### config.mk
export PLATFORM = sky130hd
export DESIGN_NAME = pgwalk_top
export DESIGN_NICKNAME = d
export VERILOG_FILES = /design/src/rtl/pgwalk_pkg.sv /design/src/rtl/pgwalk_index.sv /design/src/rtl/pgwalk_decode.sv /design/src/rtl/pgwalk_ctrl.sv /design/src/rtl/pgwalk_top.sv
export SDC_FILE = /design/constraint.sdc
export NUM_CORES = 1
export LEC_CHECK = 0
export ABC_AREA = 1
export ABC_CLOCK_PERIOD_IN_PS = 1690
export BUFFER_PORTS_ARGS = -buffer_cell sky130_fd_sc_hd__clkbuf_2
export CELL_PAD_IN_SITES_DETAIL_PLACEMENT = 2
export CELL_PAD_IN_SITES_GLOBAL_PLACEMENT = 2
export CORE_ASPECT_RATIO = 2
export CORE_UTILIZATION = 21
export DETAILED_ROUTE_END_ITERATION = 8
export PLACE_DENSITY_LB_ADDON = 0.1
export SYNTH_ARGS = -nofsm -noshare
export SYNTH_HDL_FRONTEND = slang
export SYNTH_SLANG_ARGS = --single-unit
export TNS_END_PERCENT = 10
### constraint.sdc
create_clock -name clk -period 1.69 [get_ports clk]
set_clock_uncertainty 0.2 [all_clocks]
set_input_delay 0.169 -clock clk [delete_from_list [all_inputs] [get_ports clk]]
set_output_delay 0.169 -clock clk [all_outputs]
set_load 0.05 [all_outputs]
### src/rtl/pgwalk_pkg.sv
// Shared types and entry field positions for the page table walker.
package pgwalk_pkg;

    // Walker control states.
    typedef enum logic [1:0] {
        ST_IDLE  = 2'd0,
        ST_ISSUE = 2'd1,
        ST_WAIT  = 2'd2
    } walk_state_t;

    // Bit positions inside a table entry.
    localparam int ENT_VALID = 0;
    localparam int ENT_READ  = 1;
    localparam int ENT_WRITE = 2;
    localparam int ENT_DIRTY = 3;
    localparam int ENT_USE   = 4;

    // Leaf permission and status flags.
    typedef struct packed {
        logic read;
        logic write;
        logic dirty;
        logic used;
    } perm_t;

endpackage

### src/rtl/pgwalk_index.sv
// Entry address generator.
// Picks the index field of the current level out of the virtual page number
// and adds it, scaled by the entry size, to the current table base.
// Assumes: the table base is page aligned (given as a page number) and
// level < LEVELS.
module pgwalk_index #(
    parameter int VPN_W  = 36,
    parameter int PPN_W  = 28,
    parameter int PA_W   = 40,
    parameter int OFS_W  = 12,
    parameter int IDX_W  = 9,
    parameter int LEVELS = 4,
    parameter int ENT_SH = 3,
    parameter int LVL_W  = 2
) (
    input  logic [VPN_W-1:0] vpn,
    input  logic [LVL_W-1:0] level,
    input  logic [PPN_W-1:0] table_ppn,
    output logic [PA_W-1:0]  ent_addr
);

    logic [IDX_W-1:0] idx_tab [LEVELS];
    logic [IDX_W-1:0] idx_sel;
    logic [PA_W-1:0]  table_base;
    logic [PA_W-1:0]  idx_offset;

    // Level 0 takes the most significant slice, the last level the least.
    generate
        for (genvar g = 0; g < LEVELS; g++) begin : g_slice
            assign idx_tab[g] = vpn[IDX_W*(LEVELS-1-g) +: IDX_W];
        end
    endgenerate

    // Select the slice belonging to the current level.
    always_comb begin
        idx_sel = '0;
        for (int i = 0; i < LEVELS; i++) begin
            if (level == LVL_W'(i)) begin
                idx_sel = idx_tab[i];
            end
        end
    end

    // Base plus index times entry size.
    always_comb begin
        table_base = {table_ppn, {OFS_W{1'b0}}};
        idx_offset = PA_W'(idx_sel) << ENT_SH;
        ent_addr   = table_base + idx_offset;
    end

endmodule

### src/rtl/pgwalk_decode.sv
// Table entry decoder.
// Splits a raw entry read from memory into its valid bit, its leaf flags and
// the page number it carries (next table or leaf page).
// Assumes: the page number lives in bits [PA_W-1:OFS_W]; other upper bits
// and the spare low bits carry no meaning for the walk.
module pgwalk_decode
    import pgwalk_pkg::*;
#(
    parameter int DATA_W = 64,
    parameter int PA_W   = 40,
    parameter int OFS_W  = 12,
    parameter int PPN_W  = 28
) (
    input  logic [DATA_W-1:0] entry,
    output logic              ent_valid,
    output perm_t             ent_perm,
    output logic [PPN_W-1:0]  ent_ppn
);

    logic unused_entry_bits;

    // Field extraction.
    always_comb begin
        ent_valid      = entry[ENT_VALID];
        ent_perm.read  = entry[ENT_READ];
        ent_perm.write = entry[ENT_WRITE];
        ent_perm.dirty = entry[ENT_DIRTY];
        ent_perm.used  = entry[ENT_USE];
        ent_ppn        = entry[PA_W-1:OFS_W];
    end

    // Bits that do not steer the walk.
    assign unused_entry_bits = ^{entry[DATA_W-1:PA_W], entry[OFS_W-1:ENT_USE+1]};

endmodule

### src/rtl/pgwalk_ctrl.sv
// Walk sequencer.
// Accepts a request while idle, issues one entry read per level, waits for
// the read data, and either descends, finishes on the last level, or stops
// on an invalid entry.
// Assumes: memory returns exactly one response per accepted read; response
// pulses outside the wait state are spurious and dropped.
module pgwalk_ctrl
    import pgwalk_pkg::*;
#(
    parameter int LEVELS = 4,
    parameter int PPN_W  = 28,
    parameter int LVL_W  = 2
) (
    input  logic             clk,
    input  logic             rst_n,
    input  logic             req_valid,
    input  logic [PPN_W-1:0] root_ppn,
    input  logic             mem_req_ready,
    input  logic             mem_rsp_valid,
    input  logic             ent_valid,
    input  logic [PPN_W-1:0] ent_ppn,
    output logic             req_ready,
    output logic             accept,
    output logic             busy,
    output logic             mem_req_valid,
    output logic [LVL_W-1:0] level,
    output logic [PPN_W-1:0] table_ppn,
    output logic             finish,
    output logic             finish_fault
);

    localparam logic [LVL_W-1:0] LAST_LVL = LVL_W'(LEVELS - 1);

    walk_state_t state;
    logic        rsp_take;
    logic        last_lvl;

    // Decode handshakes and end-of-walk conditions.
    always_comb begin
        req_ready     = (state == ST_IDLE);
        busy          = (state != ST_IDLE);
        mem_req_valid = (state == ST_ISSUE);
        accept        = req_ready && req_valid;
        rsp_take      = (state == ST_WAIT) && mem_rsp_valid;
        last_lvl      = (level == LAST_LVL);
        finish        = rsp_take && (!ent_valid || last_lvl);
        finish_fault  = rsp_take && !ent_valid;
    end

    // State, level and current table base.
    always_ff @(posedge clk) begin
        if (!rst_n) begin
            state     <= ST_IDLE;
            level     <= '0;
            table_ppn <= '0;
        end else begin
            case (state)
                ST_IDLE: begin
                    if (req_valid) begin
                        state     <= ST_ISSUE;
                        level     <= '0;
                        table_ppn <= root_ppn;
                    end
                end
                ST_ISSUE: begin
                    if (mem_req_ready) begin
                        state <= ST_WAIT;
                    end
                end
                ST_WAIT: begin
                    if (mem_rsp_valid) begin
                        if (!ent_valid || last_lvl) begin
                            state <= ST_IDLE;
                        end else begin
                            state     <= ST_ISSUE;
                            level     <= level + 1'b1;
                            table_ppn <= ent_ppn;
                        end
                    end
                end
                default: state <= ST_IDLE;
            endcase
        end
    end

endmodule

### src/rtl/pgwalk_top.sv
// Multi-level page table walker, top level.
// Captures the virtual address of an accepted request, drives the sequencer,
// address generator and entry decoder, and registers the walk result.
// Assumes: tables are page sized and page aligned; the virtual address width
// equals offset bits plus one index field per level.
module pgwalk_top
    import pgwalk_pkg::*;
#(
    parameter int LEVELS = 4,
    parameter int IDX_W  = 9,
    parameter int OFS_W  = 12,
    parameter int PA_W   = 40,
    parameter int DATA_W = 64
) (
    input  logic                                  clk,
    input  logic                                  rst_n,
    input  logic                                  req_valid,
    output logic                                  req_ready,
    input  logic [OFS_W+IDX_W*LEVELS-1:0]         req_va,
    input  logic [PA_W-1:0]                       req_root,
    output logic                                  busy,
    output logic                                  done,
    output logic                                  fault,
    output logic [(LEVELS>1?$clog2(LEVELS):1)-1:0] fault_level,
    output logic [PA_W-1:0]                       rsp_pa,
    output logic                                  rsp_read,
    output logic                                  rsp_write,
    output logic                                  rsp_dirty,
    output logic                                  rsp_use,
    output logic                                  mem_req_valid,
    input  logic                                  mem_req_ready,
    output logic [PA_W-1:0]                       mem_req_addr,
    input  logic                                  mem_rsp_valid,
    input  logic [DATA_W-1:0]                     mem_rsp_data
);

    localparam int VPN_W  = IDX_W * LEVELS;
    localparam int PPN_W  = PA_W - OFS_W;
    localparam int ENT_SH = $clog2(DATA_W / 8);
    localparam int LVL_W  = (LEVELS > 1) ? $clog2(LEVELS) : 1;

    logic [VPN_W-1:0] vpn_q;
    logic [OFS_W-1:0] ofs_q;
    logic [LVL_W-1:0] level;
    logic [PPN_W-1:0] table_ppn;
    logic             accept;
    logic             finish;
    logic             finish_fault;
    logic             ent_valid;
    perm_t            ent_perm;
    logic [PPN_W-1:0] ent_ppn;
    perm_t            perm_q;
    logic             unused_root_low;

    assign unused_root_low = ^req_root[OFS_W-1:0];

    // Sequencer.
    pgwalk_ctrl #(
        .LEVELS (LEVELS),
        .PPN_W  (PPN_W),
        .LVL_W  (LVL_W)
    ) u_ctrl (
        .clk           (clk),
        .rst_n         (rst_n),
        .req_valid     (req_valid),
        .root_ppn      (req_root[PA_W-1:OFS_W]),
        .mem_req_ready (mem_req_ready),
        .mem_rsp_valid (mem_rsp_valid),
        .ent_valid     (ent_valid),
        .ent_ppn       (ent_ppn),
        .req_ready     (req_ready),
        .accept        (accept),
        .busy          (busy),
        .mem_req_valid (mem_req_valid),
        .level         (level),
        .table_ppn     (table_ppn),
        .finish        (finish),
        .finish_fault  (finish_fault)
    );

    // Entry address generator.
    pgwalk_index #(
        .VPN_W  (VPN_W),
        .PPN_W  (PPN_W),
        .PA_W   (PA_W),
        .OFS_W  (OFS_W),
        .IDX_W  (IDX_W),
        .LEVELS (LEVELS),
        .ENT_SH (ENT_SH),
        .LVL_W  (LVL_W)
    ) u_index (
        .vpn       (vpn_q),
        .level     (level),
        .table_ppn (table_ppn),
        .ent_addr  (mem_req_addr)
    );

    // Entry decoder.
    pgwalk_decode #(
        .DATA_W (DATA_W),
        .PA_W   (PA_W),
        .OFS_W  (OFS_W),
        .PPN_W  (PPN_W)
    ) u_decode (
        .entry     (mem_rsp_data),
        .ent_valid (ent_valid),
        .ent_perm  (ent_perm),
        .ent_ppn   (ent_ppn)
    );

    // Hold the virtual address of the walk in progress.
    always_ff @(posedge clk) begin
        if (!rst_n) begin
            vpn_q <= '0;
            ofs_q <= '0;
        end else if (accept) begin
            vpn_q <= req_va[OFS_W+VPN_W-1:OFS_W];
            ofs_q <= req_va[OFS_W-1:0];
        end
    end

    // Register the result and the end-of-walk pulse.
    always_ff @(posedge clk) begin
        if (!rst_n) begin
            done        <= 1'b0;
            fault       <= 1'b0;
            fault_level <= '0;
            rsp_pa      <= '0;
            perm_q      <= '0;
        end else begin
            done <= finish;
            if (finish) begin
                fault       <= finish_fault;
                fault_level <= level;
                if (finish_fault) begin
                    rsp_pa <= '0;
                    perm_q <= '0;
                end else begin
                    rsp_pa <= {ent_ppn, ofs_q};
                    perm_q <= ent_perm;
                end
            end
        end
    end

    // Flag outputs.
    always_comb begin
        rsp_read  = perm_q.read;
        rsp_write = perm_q.write;
        rsp_dirty = perm_q.dirty;
        rsp_use   = perm_q.used;
    end

endmodule

# Word level (Yosys, flattened, before mapping)
# Cells that the tools add are included.
dict set report classes {
  n_eq_ne 9
  reduce_logical 12
  muxes 19
  addsub 2
}
# op n
set ops {}
lappend ops {{$mux 28} 3}
lappend ops {{$pmux 28 s2} 1}
lappend ops {{$add 40x12->40} 1}
lappend ops {{$mux 40} 1}
lappend ops {{$mux 9} 4}
lappend ops {{$mux 2} 6}
lappend ops {{$eq 2x2->1 const B} 3}
lappend ops {{$ne 2x2->1 const B} 3}
lappend ops {{$pmux 2 s3} 1}
lappend ops {{$eq 2x1->1 const B} 2}
lappend ops {{$logic_and 1x1->1} 4}
lappend ops {{$logic_not 2->1} 2}
lappend ops {{$mux 4} 1}
lappend ops {{$pmux 2 s2} 1}
lappend ops {{$reduce_and 4->1} 1}
lappend ops {{$reduce_bool 2->1} 2}
lappend ops {{$reduce_and 3->1} 1}
lappend ops {{$add 2x1->2 const B} 1}
lappend ops {{$ne 2x1->1 const B} 1}
lappend ops {{$logic_not 1->1} 1}
lappend ops {{$logic_or 1x1->1} 1}
lappend ops {{$mux 1} 1}
dict set report totals {
  output_inout_bits 91
  register_bits 128
  input_bits 157
}

# Longest topological paths before layout
dict set report depth {
  word_depth 6
  depth_mapped 10
  depth_no_buf 9
}

# Modules after synthesis
# Synthesis repeated with hierarchy kept, for this count alone.
dict set report unflattened {
  cells_unflattened 850
  hier_area_um2 6068.3
}
# mod cells_each instances seq_area_each_um2 area_per_inst_um2
set modules_own_cells {}
lappend modules_own_cells {pgwalk_top 420 1 1921.8 3432.0}
lappend modules_own_cells {pgwalk_ctrl 313 1 640.6 1875.5}
lappend modules_own_cells {pgwalk_index 84 1 0.0 513.0}
lappend modules_own_cells {pgwalk_decode 33 1 0.0 247.7}

# Worst setup path before layout
# No wires, ideal clock.
dict set report synth_timing {
  kind {flip-flop to output port}
  from {register u_ctrl.level[0]}
  to {output mem_req_addr[11]}
  setup_slack_ps -783
  t_arrival_ps 2104
  path_stages_with_launch 8
  n_path_buf 1
  cell_sequence {dfxtp_1 -> inv_1 -> ha_1 -> clkbuf_1 -> nand3_1 -> nand2_1 -> o21ai_0 -> o21ai_0}
}
dict set report synth_via {
  elab_chain_cells 6
  elab_cells_between_ends 9
  classes_between {add/sub: 1; eq/ne: 3; mux: 4; reduce/logical: 1}
}
# item line
set synth_lines {}
lappend synth_lines {{start, declared} pgwalk_ctrl.sv:26} ;# output logic [LVL_W-1:0] level,
lappend synth_lines {{start signal, assigned} pgwalk_ctrl.sv:76} ;# level <= level + 1'b1;
lappend synth_lines {{$logic_not 2->1} pgwalk_index.sv:38} ;# if (level == LVL_W'(i)) begin
lappend synth_lines {{$mux 9 (3 in series)} pgwalk_index.sv:38}
lappend synth_lines {{$mux 9 (*)} pgwalk_index.sv:38}
lappend synth_lines {{$add 40x12->40 (*)} pgwalk_index.sv:48} ;# ent_addr = table_base + idx_offset;
lappend synth_lines {{end, declared} pgwalk_top.sv:32} ;# output logic [PA_W-1:0] mem_req_addr,
# Every way passes the cells marked *; elsewhere a longest branch is shown, timed or not.

# Final worst setup path
dict set report layout_timing {
  from {register u_ctrl.level[0]}
  to {output mem_req_addr[5]}
}
# The elaborated chain is that of the path after synthesis.

==> metrics.txt <==
XOR/XNOR share of the synthesized area=0; Worst-Skew Late Latency=0.43 ns; vias per cell=4.27; dominant cell by count in the synthesized netlist=nand2_1; first-pass GRT wire length=38300 um; mux contribution to synthesized area=0; die extent in y=235 um; CTS tree=done; number of buffers created by CTS=17; Final Max Slew Viols=0; DR WL/cell=15.9 um; synthesized area=5700 um2; I/O Buffers=201; Synth Area in Compound Gates=0.112; DR iter-0 viols=210; Place WS=-0.262 ns; top cells by area in the synthesized netlist=dfxtp_1, nand2_1, nor2_1; FILL cells=3214; num rows=85; GP Congestion=0.739; Non-Filler Instances=1544; Yosys reg bits=128; Clock H-tree levels=4; synth cell count leaders=nand2_1, nor2_1, dfxtp_1, inv_1, a21oi_1; Crit path required time=1.32 ns; Yosys top cell by area=dfxtp_1; ys flop type=dfxtp_1; Area Growth Syn to Fin=62.1%; GRT Resource Usage Total=0.183; Power Total=9.58 mW; PwrDens=1040 nW/um2; die area=27800 um2; Congestion Overflow GR=0; Yosys Warn Count=0; Max VDD drop=0.628 mV; CTS sink cnt=128; crit end category=primary output; Final ANT Viol Nets=0; root buffer cell=clkbuf_16; antenna violations before repair=0; Hold WC Path Type=input port to register; post-detail-place hpwl=17000 um; Setup CP Type=register to primary output; post-route worst setup slack=-0.492 ns; vias after detailed routing=6593; Die W=118 um; DRC viols=0; sequential-to-total area share from yosys stat=0.450; Cell Area, Placed=7360 um2; Worst Setup Start Kind=register; Hold Path Stages=5; Design Area, Final=9240 um2; vias in the first global route=7253; Inst Count DP=1402; CTS Buffer Depth=2; I/O Pins=248; RSZ-0062 raised after global routing=true; outcome=finished, violations left; final setup fails=61; Routed Wire Length=24500 um; worst-path fanout max=9; share of post-route cells with drive strength above 1=0.254; max-cap violations=0; Clock Pin Slew Worst Setup and Hold Paths=0.06 ns; post-synthesis instance total=882; reg2reg path depth=11; drt first pass iters=6; crit path time final=2.18 ns; Synth Area in Simple Gates=0.325; nets@finish=1348; Adder-Cell Fraction of Synth Area=0.00878; achievable clock frequency=0.458 GHz; Lkg Pwr=4.68 nW; Post-synth EDFFs=0; Final Hold Viols=0; syn avg cell area=6.46 um2; Async S/R FF share, synth=0; failing checks=negative setup slack; critical path data arrival time=1.81 ns; Tcrit/Tclk final=1.29; synth unique cells=23; core area=26800 um2; Starting Density=0.213; largest net degree at the start of global routing=49; share of the synthesized area in the top cell type=0.450; largest family of logic cells by synthesized area=simple AND/OR/NAND/NOR gates; Finished Core Util=0.345; ANT cells=0
==> layout by cell type (no fill, tap or decap), types with 8 or more instances in the layout <==
cell type        n
inv_1           75
buf_4           11
a21oi_4          8
o21ai_1          8
nor2_1         214
dfxtp_1        125
nand2_1        255
a21oi_2          8
buf_8            8
clkbuf_16       17
o211ai_1         8
dlygate4sd3_1  112
buf_12          11
o21ai_0         42
a21oi_1         47
clkbuf_2       189
==> final timing paths <==
check	from	end	slack, ns
setup reg to reg	u_ctrl.level[0]	u_ctrl.table_ppn[12]	-0.13
setup / recovery	u_ctrl.level[0]	mem_req_addr[5]	-0.49
hold reg to reg	fault	fault	0.28
hold / removal	mem_rsp_data[0]	done	0.14
==> cell type report <==
| cell class | instances | area [um2] | area share |
|---|---|---|---|
| clock inverter | 7 | 62.6 | 0.00677 |
| timing repair inverter | 1 | 8.76 | 0.000948 |
| timing repair buffer | 340 | 2590 | 0.280 |
| inverter | 85 | 342 | 0.0370 |
| sequential | 128 | 2570 | 0.278 |
| clock buffer | 21 | 480 | 0.0520 |
| tap | 348 | 435 | 0.0471 |
| multi-input combinational | 614 | 2750 | 0.298 |
==> state kept, by name (all words and copies together) (netlist names) <==
name,count
rsp_pa,40
u_ctrl.state,2
rsp_dirty,1
rsp_use,1
ofs_q,12
rsp_write,1
vpn_q,36
rsp_read,1
fault,1
u_ctrl.level,2
fault_level,2
done,1
u_ctrl.table_ppn,28
==> what timing repair did <==
action | 4_1_cts | 5_1_grt
hold endpoints to repair | 113 | 0
gates resized for setup | 42 | 19
pin swaps | 6 | 2
setup buffers | 1 | 0
hold buffers | 112 | 0
setup endpoints to repair | 88 | 89
gates cloned | 1 | 0
==> power by group <==
part	switching (mW)	total [mW]	internal, mW
logic	1.68	2.65	0.980
registers	0.163	3.44	3.27
clock network	1.36	3.49	2.13
==> critical path: stages, from the launching register on <==
cell	delay (ns)
dfxtp_4	0.35
buf_6	0.11
ha_4	0.19
clkinv_8	0.08
o211ai_1	0.37
a21oi_4	0.11
buf_8	0.17
==> metal layers <==
layer / track usage / wire length (um) / up-vias
met5: 0 / 0 / -
met1: 0.165 / 8630 / 3153
met3: 0.0434 / 939 / 32
met2: 0.373 / 14200 / 133
met4: 0.0790 / 699 / 0
li1: - / - / 3275
==> per-stage QoR <==
step | hold slack [ns] | setup TNS [ns]
after global routing | 0.167 | -17.82
after global placement | 0.196 | -11.09
after CTS | 0.113 | -10.47
after floorplan | 0.104 | -0.537
after detailed placement | 0.202 | -14.48
final | 0.143 | -7.45
==> kinds of logic (layout without fill, tap and decap cells) <==
group	Yosys count	after routing
AND/OR/NAND/NOR	484	484
other	1	3
flip-flops	128	128
buffers and inverters	142	454
adder cells (fa/ha/maj)	4	4
AO/OA/AOI/OAI	123	123
No activity file was read; power rests on OpenSTA's default activity.
